## config.mk

```make
export PLATFORM = sky130hd
export DESIGN_NAME = branch_predictor
export DESIGN_NICKNAME = d
export VERILOG_FILES = /design/src/rtl/bp_pkg.sv /design/src/rtl/bp_index.sv /design/src/rtl/bp_table.sv /design/src/rtl/bp_stats.sv /design/src/rtl/branch_predictor.sv
export SDC_FILE = /design/constraint.sdc
export NUM_CORES = 1
export LEC_CHECK = 0
export ABC_CLOCK_PERIOD_IN_PS = 6200
export BUFFER_PORTS_ARGS = -buffer_cell sky130_fd_sc_hd__buf_4
export CAP_MARGIN = 25
export CORE_MARGIN = 5
export CORE_UTILIZATION = 57
export DETAILED_ROUTE_END_ITERATION = 7
export GPL_ROUTABILITY_DRIVEN = 0
export PLACE_DENSITY = 0.82
export SLEW_MARGIN = 20
export SYNTH_ARGS = -nofsm -noshare
export SYNTH_HDL_FRONTEND = slang
export SYNTH_HIERARCHICAL = 1
export SYNTH_SLANG_ARGS = --single-unit
```

## constraint.sdc

```tcl
create_clock -name clk -period 6.2 [get_ports clk]
set_input_delay 1.24 -clock clk [delete_from_list [all_inputs] [get_ports clk]]
set_output_delay 1.24 -clock clk [all_outputs]
set_load 0.02 [all_outputs]
```

## src/rtl/bp_pkg.sv

```systemverilog
package bp_pkg;
   typedef enum logic [1:0] {
      MODE_STATIC  = 2'd0,
      MODE_ONEBIT  = 2'd1,
      MODE_TWOBIT  = 2'd2,
      MODE_TWOBIT3 = 2'd3
   } bp_mode_e;

   typedef logic [1:0] bp_state_t;

   localparam bp_state_t ST_STRONG_NT = 2'b00;
   localparam bp_state_t ST_WEAK_NT   = 2'b01;
   localparam bp_state_t ST_WEAK_T    = 2'b10;
   localparam bp_state_t ST_STRONG_T  = 2'b11;

   function automatic bp_state_t bp_next_state(input bp_mode_e m, input bp_state_t s,
                                               input logic taken);
      bp_state_t r;
      r = s;
      if (m == MODE_ONEBIT) begin
         r = taken ? ST_WEAK_T : ST_WEAK_NT;
      end else if (m == MODE_TWOBIT || m == MODE_TWOBIT3) begin
         if (taken && s != ST_STRONG_T) r = s + 2'd1;
         else if (!taken && s != ST_STRONG_NT) r = s - 2'd1;
      end
      return r;
   endfunction
endpackage

```

## src/rtl/bp_index.sv

```systemverilog
module bp_index #(
   parameter int ADDR_W  = 32,
   parameter int ENTRIES = 64,
   localparam int IDX_W  = $clog2(ENTRIES)
) (
   input  logic [ADDR_W-1:0] pc,
   output logic [IDX_W-1:0]  idx
);
   localparam bit POW2 = ((1 << IDX_W) == ENTRIES);

   generate
      if (POW2) begin : g_slice
         assign idx = pc[IDX_W+1:2];
      end else begin : g_modulo
         localparam logic [ADDR_W-3:0] ENT_L = (ADDR_W-2)'(ENTRIES);
         logic [ADDR_W-3:0] word_no;
         logic [ADDR_W-3:0] rem;
         assign word_no = pc[ADDR_W-1:2];
         assign rem     = word_no % ENT_L;
         assign idx     = rem[IDX_W-1:0];
      end
   endgenerate
endmodule

```

## src/rtl/bp_table.sv

```systemverilog
module bp_table
   import bp_pkg::*;
#(
   parameter int ENTRIES = 64,
   localparam int IDX_W  = $clog2(ENTRIES)
) (
   input  logic             clk,
   input  logic             rst_n,
   input  logic [IDX_W-1:0] rd_idx,
   output bp_state_t        rd_state,
   input  logic             wr_en,
   input  bp_mode_e         wr_mode,
   input  logic [IDX_W-1:0] wr_idx,
   input  logic             wr_taken
);
   bp_state_t cells [ENTRIES];
   bp_state_t wr_next;

   assign rd_state = cells[rd_idx];
   assign wr_next  = bp_next_state(wr_mode, cells[wr_idx], wr_taken);

   always_ff @(posedge clk) begin
      if (!rst_n) begin
         for (int i = 0; i < ENTRIES; i++) cells[i] <= ST_WEAK_NT;
      end else if (wr_en) begin
         cells[wr_idx] <= wr_next;
      end
   end
endmodule

```

## src/rtl/bp_stats.sv

```systemverilog
module bp_stats #(
   parameter int CNT_W = 32
) (
   input  logic             clk,
   input  logic             rst_n,
   input  logic             hit_valid,
   input  logic             hit_right,
   output logic             miss_pulse,
   output logic [CNT_W-1:0] total_q,
   output logic [CNT_W-1:0] right_q
);
   always_ff @(posedge clk) begin
      if (!rst_n) begin
         total_q    <= '0;
         right_q    <= '0;
         miss_pulse <= 1'b0;
      end else begin
         miss_pulse <= hit_valid && !hit_right;
         if (hit_valid) begin
            total_q <= total_q + 1'b1;
            if (hit_right) right_q <= right_q + 1'b1;
         end
      end
   end
endmodule

```

## src/rtl/branch_predictor.sv

```systemverilog
module branch_predictor
   import bp_pkg::*;
#(
   parameter int ADDR_W  = 32,
   parameter int ENTRIES = 64,
   parameter int CNT_W   = 32
) (
   input  logic              clk,
   input  logic              rst_n,
   input  logic [1:0]        mode,
   input  logic [ADDR_W-1:0] fetch_pc,
   input  logic [ADDR_W-1:0] fetch_target,
   output logic              pred_taken,
   output logic [ADDR_W-1:0] next_pc,
   input  logic              rsv_valid,
   input  logic [ADDR_W-1:0] rsv_pc,
   input  logic [ADDR_W-1:0] rsv_target,
   input  logic              rsv_taken,
   input  logic              rsv_pred,
   output logic [ADDR_W-1:0] rsv_next_pc,
   output logic              mispredict,
   output logic [CNT_W-1:0]  total_cnt,
   output logic [CNT_W-1:0]  correct_cnt
);
   localparam int IDX_W = $clog2(ENTRIES);
   localparam logic [ADDR_W-1:0] STEP = ADDR_W'(4);

   generate
      if (ENTRIES < 2) begin : g_bad_entries
         $error("branch_predictor: ENTRIES must be at least 2");
      end
      if (ADDR_W < IDX_W + 2) begin : g_bad_addr
         $error("branch_predictor: ADDR_W too narrow for ENTRIES");
      end
      if (CNT_W < 1) begin : g_bad_cnt
         $error("branch_predictor: CNT_W must be positive");
      end
   endgenerate

   bp_mode_e         cur_mode;
   logic [IDX_W-1:0] f_idx;
   logic [IDX_W-1:0] r_idx;
   bp_state_t        f_state;
   logic             dyn_guess;
   logic             static_guess;

   assign cur_mode = bp_mode_e'(mode);

   bp_index #(.ADDR_W(ADDR_W), .ENTRIES(ENTRIES)) u_fidx (.pc(fetch_pc), .idx(f_idx));
   bp_index #(.ADDR_W(ADDR_W), .ENTRIES(ENTRIES)) u_ridx (.pc(rsv_pc),   .idx(r_idx));

   bp_table #(.ENTRIES(ENTRIES)) u_table (
      .clk      (clk),
      .rst_n    (rst_n),
      .rd_idx   (f_idx),
      .rd_state (f_state),
      .wr_en    (rsv_valid && cur_mode != MODE_STATIC),
      .wr_mode  (cur_mode),
      .wr_idx   (r_idx),
      .wr_taken (rsv_taken)
   );

   assign dyn_guess    = f_state[1];
   assign static_guess = (fetch_target < fetch_pc);

   always_comb begin
      unique case (cur_mode)
         MODE_STATIC: pred_taken = static_guess;
         default:     pred_taken = dyn_guess;
      endcase
   end

   assign next_pc     = pred_taken ? fetch_target : fetch_pc + STEP;
   assign rsv_next_pc = rsv_taken  ? rsv_target   : rsv_pc + STEP;

   bp_stats #(.CNT_W(CNT_W)) u_stats (
      .clk        (clk),
      .rst_n      (rst_n),
      .hit_valid  (rsv_valid),
      .hit_right  (rsv_pred == rsv_taken),
      .miss_pulse (mispredict),
      .total_q    (total_cnt),
      .right_q    (correct_cnt)
   );
endmodule

```

==> flow_metrics.py, run 1 <==
metrics = {
    "die": {
        "dieArea_sq_um": 26210,
        "die_y_um": 161.9,
        "rows": 55,
        "core-area_sq_um": 22710,
        "die-width_um": 161.9,
        "initial_utilization": 0.5791,
        "ios": 265,
    },
    "sta": {
        "final.setup.tns_ns": 0,
        "fin_hold_ws_ns": 0.5048,
        "worst_pin_slew_ns": 1.022,
        "finalWorstSetupSlack_ns": 0.3257,
        "hold_violations": 0,
        "rsz0062_at_grt": "no",
        "skew_ns": 0.01006,
        "period_needed_ns": 5.874,
        "finalCritPeriodShare": 0.9475,
        "fmax_mhz": 170.2,
        "slew_viol_final": 0,
        "setup_viol": 0,
        "slew_headroom": 0.3187,
    },
    "setup_path": {
        "startpoint_type": "primary input",
        "reg2reg_from": "u_table/cells[62][0]$_SDFFCE_PN1P_",
        "arrival_ns": 4.63,
        "reg2reg_depth": 12,
        "critPathCaptureType": "output port",
        "crit_chain": "buf_4 > mux4_2 > mux4_2 > mux4_2 > o21ai_0 > nand3_1 > a211oi_2 > a211oi_4 > buf_4 > mux2_4 > buf_4",
        "crit_fanout": 33,
        "setup.worst_path.class": "primary input to output port",
        "worst_ep_required_time_ns": 4.96,
        "crit_path_top_delay_cell": "mux4_2",
        "timing.rr.end": "u_table/cells[62][0]$_SDFFCE_PN1P_",
        "slowest_delay_ns": 0.57,
        "r2r_slack_ns": 2.11,
    },
    "synth": {
        "avgSynthCellArea_sq_um": 9.461,
        "syn_area_sq_um": 13150,
        "syn_nets": 1562,
        "synth_warnings": 6,
        "syn_inst": 1390,
    },
    "clock_network": {
        "cts_tree": "yes",
        "clkSinkCount": 193,
        "cts_buffer_depth": 2,
        "cts_buffers": 17,
        "cts_hold_buf": 0,
        "cts.clk_slew.worst_paths_ns": 0.07,
        "cts_max_level": 4,
        "cts_resized": 0,
        "cts_root_buffer": "clkbuf_16",
        "postCtsSetupBuffers": 0,
        "clock_latency_ns": 0.43,
    },
    "layout": {
        "fill_cells": 1728,
        "fin_area_sq_um": 15580,
        "final_nets": 1749,
        "drive_gt1_frac": 0.2572,
        "area_delta_synth_final_pct": 18.51,
        "final_cells": 1875,
        "diodes": 0,
    },
    "placement": {
        "post-place-ws_ns": 0.3387,
        "dp_hpwl_um": 29250,
        "io_buffer_count": 264,
        "place_inst": 1843,
        "postPlaceCellArea_sq_um": 14980,
    },
    "routing": {
        "routed_wl_um": 40110,
        "antenna_left": 0,
        "drc": 6,
        "vias": 12080,
        "via_per_inst": 6.441,
        "wl_per_cell_um": 21.39,
        "drt_iter0_drc": 1597,
        "dr.pass1.iters": 8,
    },
    "worst_hold_path": {
        "hp-class": "flop to flop",
        "hold_path_depth": 2,
        "worstHoldStart": "u_stats/right_q[1]$_SDFFE_PN0P_",
        "hold_end": "u_stats/right_q[1]$_SDFFE_PN0P_",
    },
    "outcome": {
        "violations": "DRC",
        "status": "finished with violations",
    },
    "global_route": {
        "track_usage": 0.2944,
        "antenna_found_initial": 0,
        "grt_pass1_wl_um": 62240,
        "grt_max_degree": 75,
        "grt_pass1_vias": 11720,
        "gr-total-overflow": 0,
    },
    "power_and_ir_drop": {
        "ir_drop_v": 0.0001931,
        "p_leak_nw": 5.973,
        "powerDensity_nw_per_um2": 210.2,
    },
    "job": {
        "drv_cap": 0,
    },
}
worst max path at each step:
stage | from | to | slack, ns | cells after the start
after floorplan | fetch_pc[2] | next_pc[22] | 0.67 | 12
after global placement | fetch_pc[2] | next_pc[30] | 0.44 | 11
after detailed placement | fetch_pc[2] | next_pc[27] | 0.34 | 11
after CTS | fetch_pc[2] | next_pc[27] | 0.33 | 11
after global routing | fetch_pc[2] | next_pc[27] | 0.21 | 11
final | fetch_pc[2] | next_pc[27] | 0.33 | 11
power by group:
group / switching [W] / internal, W
Sequential: 0.0000289 / 0.00141
Combinational: 0.000413 / 0.000298
Clock: 0.000507 / 0.000621
stage by stage:
step,utilization,power (W)
6_report,0.6862,0.003276
3_5_place_dp,0.6594,0.002162
3_3_place_gp,0.6594,0.002144
5_1_grt,0.6862,0.003376
2_1_floorplan,-,0.001928
4_1_cts,0.6862,0.003273
placed cells by master (no fill, tap or decap), types with 22 or more instances in the layout:
cell	instances
buf_4	286
nand2_1	165
edfxtp_1	128
nand3_1	116
nor2_1	87
o21ai_0	75
dfxtp_1	65
a21oi_1	56
xnor2_1	48
inv_1	46
nor3_1	42
ha_1	37
mux2i_1	33
xor2_1	30
o31ai_1	30
nand4_1	29
mux2_4	29
or4_1	28
mux4_2	22
worst max-delay path, delay by kind of cell:
family          cells  cell delay [ns]
compound gates      3             0.50
buf+inv             3             0.78
mux                 4             1.89
simple gates        1             0.18
cell type report:
| class | instances | area [sq um] | area share |
|---|---|---|---|
| Tap cell | 285 | 356.6 | 0.02288 |
| Multi-Input combinational cell | 1032 | 7151 | 0.4589 |
| Timing Repair Buffer | 286 | 2147 | 0.1378 |
| Clock inverter | 10 | 113.9 | 0.007306 |
| Inverter | 47 | 176.4 | 0.01132 |
| Sequential cell | 193 | 5145 | 0.3301 |
| Clock buffer | 22 | 494.2 | 0.03171 |
routing by layer:
layer  up-vias  wire [um]  track usage
li1       5485          -            -
met1      5690      14860       0.3744
met2       762      19370       0.4855
met3       140       4501      0.08374
met4         0       1370       0.1003
met5         -          0            0
registers in the layout, indices dropped and copies added (netlist names):
signal,flops
u_stats/right_q,32
u_stats/miss_pulse,1
u_stats/total_q,32
u_table/cells,128
(Power assumes the default switching activity.)
==> inputs of run 2 (changes only) <==
--- a/config.mk
+++ b/config.mk
@@ -14,2 +14,3 @@
 export GPL_ROUTABILITY_DRIVEN = 0
+export MAX_ROUTING_LAYER = met4
 export PLACE_DENSITY = 0.82
==> constraint.sdc (replaced) <==
create_clock -name clk -period 6.2 [get_ports clk]
set_input_delay 0.62 -clock clk [delete_from_list [all_inputs] [get_ports clk]]
set_output_delay 0.62 -clock clk [all_outputs]
set_load 0.02 [all_outputs]
==> flow_metrics.py, run 2 (synthesis results as in run 1) <==
metrics = {
    "setup_path": {
        "arrival_ns": 4.23,
        "crit_fanout": 22,
        "startpoint_type": "primary input",
        "critPathCaptureType": "output port",
        "worst_ep_required_time_ns": 5.58,
        "setup.worst_path.class": "primary input to output port",
        "r2r_slack_ns": 2.07,
        "timing.rr.end": "u_table/cells[38][0]$_SDFFCE_PN1P_",
        "reg2reg_depth": 12,
        "reg2reg_from": "u_table/cells[31][0]$_SDFFCE_PN1P_",
    },
    "power_and_ir_drop": {
        "powerDensity_nw_per_um2": 210.3,
        "seqPwrFrac": 0.439,
        "ir_drop_v": 0.0001992,
        "p_int_w": 0.002310,
        "finalPower_w": 0.003263,
        "p_comb_frac": 0.217,
        "power.switching_w": 0.0009533,
        "p_sw_frac": 0.2921,
        "p_leak_nw": 5.919,
        "clockPowerShare": 0.344,
    },
    "die": {
        "rows": 55,
        "ios": 265,
        "dieArea_sq_um": 26210,
        "initial_utilization": 0.5791,
        "core-area_sq_um": 22710,
        "die-width_um": 161.9,
        "die_y_um": 161.9,
    },
    "routing": {
        "drt_iter0_drc": 1322,
        "drc": 1,
        "via_per_inst": 6.455,
        "wl_per_cell_um": 21.02,
        "vias": 12040,
        "antenna_left": 0,
        "dr.pass1.iters": 8,
        "routed_wl_um": 39210,
    },
    "sta": {
        "finalCritPeriodShare": 0.7820,
        "hold_violations": 0,
        "worst_pin_slew_ns": 1.080,
        "rsz0062_at_grt": "no",
        "period_needed_ns": 4.848,
        "slew_viol_final": 0,
        "slew_headroom": 0.2785,
        "final.setup.tns_ns": 0,
        "fmax_mhz": 206.3,
        "skew_ns": 0.01503,
        "setup_viol": 0,
    },
    "layout": {
        "registers.top_by_ff_count": "u_table/cells",
        "layout_common_cells": "buf_4, nand2_1, edfxtp_1, nand3_1, nor2_1",
        "largest_reg_flops": 128,
        "final_nets": 1738,
        "layout_commonest_cell": "buf_4",
        "top_regs": "u_table/cells: 128 flops, u_stats/right_q: 32 flops, u_stats/total_q: 32 flops",
        "drive_gt1_frac": 0.2521,
        "area_delta_synth_final_pct": 17.96,
    },
    "global_route": {
        "grtUsageMet2": 0.4574,
        "top_usage_layer": "met2",
        "gr-total-overflow": 0,
        "grtUsageMet1": 0.3707,
        "grt_max_degree": 79,
        "grt_pass1_vias": 11460,
        "grt_pass1_wl_um": 60120,
        "use_met3": 0.06648,
        "antenna_found_initial": 1,
        "track_usage": 0.2932,
    },
    "clock_network": {
        "cts_max_level": 4,
        "cts.clk_slew.worst_paths_ns": 0.07,
        "clkSinkCount": 193,
        "cts_root_buffer": "clkbuf_16",
        "cts_resized": 0,
        "cts_buffers": 17,
        "postCtsSetupBuffers": 0,
        "clock_latency_ns": 0.44,
        "cts_buffer_depth": 2,
        "cts_hold_buf": 0,
        "cts_tree": "yes",
    },
    "worst_hold_path": {
        "worstHoldStart": "u_stats/total_q[31]$_SDFFE_PN0P_",
        "hold_path_depth": 2,
        "hp-class": "flop to flop",
        "hold_end": "u_stats/total_q[31]$_SDFFE_PN0P_",
    },
    "placement": {
        "dp_hpwl_um": 28170,
        "io_buffer_count": 264,
    },
    "outcome": {
        "violations": "DRC",
        "status": "finished with violations",
    },
    "job": {
        "drv_cap": 0,
    },
}
-- run 2: routing by layer --
| metal | up-vias | routed length [um] | part of all wire |
|---|---|---|---|
| met4 | 0 | 1840 | 0.047 |
| li1 | 5471 | - | - |
| met5 | - | 0 | 0 |
| met3 | 171 | 4002 | 0.10 |
| met2 | 720 | 18410 | 0.47 |
| met1 | 5677 | 14960 | 0.38 |
-- run 2: cell type report --
cell class | count | area (sq um)
tap | 285 | 356.6
fill | 1722 | 7197
inverter | 47 | 176.4
clock buffer | 18 | 429.2
timing repair buffer | 275 | 2077
antenna | 1 | 2.502
sequential | 193 | 5145
multi-input combinational | 1032 | 7156
clock inverter | 14 | 170.2
-- run 2: how the worst max path moves through the flow --
stage           startpoint  cells after the start                                  to  slack [ns]
2_1_floorplan  fetch_pc[2]                     12                         next_pc[22]        1.91
6_report       fetch_pc[2]                     11                         next_pc[17]        1.35
5_1_grt          rsv_pc[4]                     13   u_table/cells[5][0]$_SDFFCE_PN1P_        1.17
3_5_place_dp     rsv_pc[4]                     13  u_table/cells[16][0]$_SDFFCE_PN1P_        1.09
3_3_place_gp     rsv_pc[3]                     13   u_table/cells[5][0]$_SDFFCE_PN1P_        1.26
4_1_cts        fetch_pc[2]                     11                         next_pc[17]        1.35
-- run 2: power by group through the flow --
| stage | Combinational, W | Sequential [W] | Clock [W] |
|---|---|---|---|
| 2_1_floorplan | 0.000477 | 0.00145 | 0 |
| 3_3_place_gp | 0.000681 | 0.00146 | 0 |
| 3_5_place_dp | 0.000694 | 0.00146 | 0 |
| 4_1_cts | 0.000697 | 0.00143 | 0.00113 |
| 5_1_grt | 0.000750 | 0.00143 | 0.00118 |
| 6_report | 0.000709 | 0.00143 | 0.00112 |
-- run 2: metrics by stage --
stage                     cells  hold slack (ns)    util  setup WS, ns  area, sq um
after CTS                  1863           0.4830  0.6821         1.353        15490
after global placement     1831           0.4564  0.6555         1.261        14890
after floorplan            1390           0.5405       -         1.912        13150
after detailed placement   1831           0.4671  0.6557         1.087        14890
after global routing       1865           0.5054  0.6831         1.168        15510
final                      1865           0.4822  0.6831         1.352        15510
-- run 2: worst max-delay path, stage by stage --
cell	delay (ns)
buf_4	0.33
mux4_2	0.56
mux4_2	0.54
mux4_2	0.49
o21ai_0	0.20
nand3_1	0.18
a211oi_2	0.28
a211oi_4	0.17
buf_4	0.33
mux2_4	0.34
buf_4	0.16
==> inputs of run 3 (changes only) <==
- ABC_AREA: unset -> 1
- ABC_CLOCK_PERIOD_IN_PS: 6200 -> 4000
- CORE_UTILIZATION: 57 -> 52
- PLACE_DENSITY: 0.82 -> 0.78
- clock period: 6.2 -> 4 ns (I/O delays scaled with it)
==> flow_metrics.py, run 3 <==
metrics = {
    "outcome": {
        "status": "finished clean",
    },
    "power_and_ir_drop": {
        "ir_drop_v": 0.0002997,
        "seqPwrFrac": 0.432,
        "clockPowerShare": 0.340,
        "p_leak_nw": 7.554,
        "powerDensity_nw_per_um2": 293.1,
        "power.switching_w": 0.001647,
        "p_comb_frac": 0.227,
        "p_int_w": 0.003392,
        "p_sw_frac": 0.3268,
    },
    "placement": {
        "io_buffer_count": 264,
        "place_inst": 2755,
        "dp_hpwl_um": 35180,
        "post-place-ws_ns": 0.5953,
    },
    "clock_network": {
        "cts.clk_slew.worst_paths_ns": 0.08,
        "cts_buffers": 17,
        "clock_latency_ns": 0.44,
        "clkSinkCount": 193,
        "cts_tree": "yes",
        "cts_hold_buf": 0,
        "cts_buffer_depth": 2,
        "cts_resized": 0,
        "cts_max_level": 4,
        "cts_root_buffer": "clkbuf_16",
        "postCtsSetupBuffers": 0,
    },
    "setup_path": {
        "reg2reg_from": "u_table/cells[23][0]$_SDFFCE_PN1P_",
        "slowest_delay_ns": 0.51,
        "critPathCaptureType": "output port",
        "r2r_slack_ns": 1.03,
        "arrival_ns": 3.13,
        "crit_path_top_delay_cell": "inv_2",
        "setup.worst_path.class": "primary input to output port",
        "timing.rr.end": "u_table/cells[29][1]$_SDFFCE_PN0P_",
        "crit_fanout": 37,
        "crit_top_cell": "nand2_1",
        "reg2reg_depth": 16,
        "worst_ep_required_time_ns": 3.60,
        "crit_chain": "buf_4 > inv_2 > o21ai_0 > o22ai_1 > o21ai_0 > o221ai_1 > nand3_1 > nand2_1 > o21ai_2 > nand2_2 > nand2_1 > nand2_1 > buf_4",
        "startpoint_type": "primary input",
    },
    "layout": {
        "drive_gt1_frac": 0.1631,
        "top_regs": "u_table/cells: 128 flops, u_stats/right_q: 32 flops, u_stats/total_q: 32 flops",
        "diodes": 0,
        "regArea_sq_um": 5145,
        "largest_reg_flops": 128,
        "layout_commonest_cell": "nand2_1",
        "area_delta_synth_final_pct": 18.11,
        "final_cells": 2787,
        "final_nets": 2568,
        "multi_input_area_sq_um": 7874,
        "registers.top_by_ff_count": "u_table/cells",
        "fill_cells": 2525,
        "layout_common_cells": "nand2_1, nor2_1, buf_4, inv_1, nand3_1",
    },
    "global_route": {
        "grt_max_degree": 73,
        "grt_pass1_wl_um": 74570,
        "track_usage": 0.3013,
        "grt_pass1_vias": 14730,
        "gr-total-overflow": 0,
        "antenna_found_initial": 0,
    },
    "sta": {
        "worst_pin_slew_ns": 0.8397,
        "fmax_mhz": 283.6,
        "hold_violations": 0,
        "skew_ns": 0.01316,
        "slew_viol_final": 0,
        "slew_headroom": 0.4402,
        "setup_viol": 0,
        "period_needed_ns": 3.526,
        "final.setup.tns_ns": 0,
        "finalCritPeriodShare": 0.8814,
        "rsz0062_at_grt": "no",
        "finalWorstSetupSlack_ns": 0.4743,
    },
    "die": {
        "rows": 61,
        "die-width_um": 177.3,
        "dieArea_sq_um": 31440,
        "ios": 265,
        "initial_utilization": 0.5254,
        "die_y_um": 177.3,
        "core-area_sq_um": 27710,
    },
    "worst_hold_path": {
        "hp-class": "primary input to flop",
        "hold_path_depth": 3,
        "worstHoldStart": "rsv_pred",
        "hold_end": "u_stats/miss_pulse$_SDFF_PN0_",
    },
    "routing": {
        "wl_per_cell_um": 17.09,
        "via_per_inst": 5.611,
        "drc": 0,
        "vias": 15640,
        "drt_iter0_drc": 1759,
        "dr.pass1.iters": 6,
        "routed_wl_um": 47640,
        "antenna_left": 0,
    },
    "synth": {
        "syn_area_sq_um": 14560,
        "syn_nets": 2380,
        "syn_inst": 2208,
        "avgSynthCellArea_sq_um": 6.593,
        "synth_warnings": 6,
    },
    "job": {
        "drv_cap": 0,
    },
}
## run 3: cell types whose count changed in the layout (fill, tap and decap cells not counted), moves of 21 or more
cell / previous run / this run
a21oi_1: 56 / 116
mux2_4: 29 / 0
o31ai_1: 30 / 0
xnor2_1: 48 / 8
mux2i_1: 33 / 0
nand3_1: 116 / 144
inv_1: 46 / 245
nor2_1: 87 / 312
nand2_1: 165 / 692
nand3_2: 2 / 23
mux4_2: 22 / 0
or4_1: 28 / 0
## run 3: critical path: cells and delay by family
| family | cells | cell delay (ns) |
|---|---|---|
| AO/OA/AOI/OAI | 5 | 0.84 |
| AND/OR/NAND/NOR | 5 | 0.94 |
| buffers and inverters | 3 | 0.91 |
## run 3: final cells by class
| cell class | count | share of cell area |
|---|---|---|
| multi-input cells | 1648 | 0.4579 |
| clock buffers | 17 | 0.02474 |
| flip-flops and latches | 193 | 0.2992 |
| clock inverters | 15 | 0.009533 |
| repair buffers | 280 | 0.1252 |
| well taps | 378 | 0.02751 |
| inverters | 256 | 0.05589 |
## run 3: worst max-delay path by stage
stage               cells past startpoint  slack [ns]                            endpoint   startpoint
detailed placement                     13        0.60                         next_pc[29]  fetch_pc[2]
floorplan                              24        1.11  u_table/cells[10][1]$_SDFFCE_PN0P_    rsv_pc[2]
global placement                       22        0.63  u_table/cells[10][1]$_SDFFCE_PN0P_    rsv_pc[4]
finish                                 13        0.47                         next_pc[29]  fetch_pc[2]
CTS                                    13        0.59                         next_pc[29]  fetch_pc[2]
global route                           13        0.26                         next_pc[29]  fetch_pc[2]
## run 3: stage by stage
stage	total power (W)	instance area, sq um	utilization	hold WS, ns
after floorplan	0.002918	14560	-	0.5472
after detailed placement	0.003353	16600	0.5993	0.4962
after global routing	0.005241	17190	0.6206	0.2974
after CTS	0.005044	17190	0.6206	0.2713
final	0.005039	17190	0.6206	0.2828
after global placement	0.003333	16600	0.5993	0.4873
## run 3: power groups by stage
stage	clock network, W	logic (W)	registers [W]
2_1_floorplan	0	0.000700	0.00222
3_3_place_gp	0	0.00111	0.00222
3_5_place_dp	0	0.00113	0.00222
4_1_cts	0.00173	0.00113	0.00218
5_1_grt	0.00182	0.00124	0.00218
6_report	0.00171	0.00115	0.00218
## run 3: layer usage
layer  vias up  track usage  routed length [um]
met5         -            -                   0
met4         0       0.1209                1827
met3       132      0.04431                4670
met2       923       0.4941               22650
met1      7138       0.3770               18500
li1       7444            -                   -
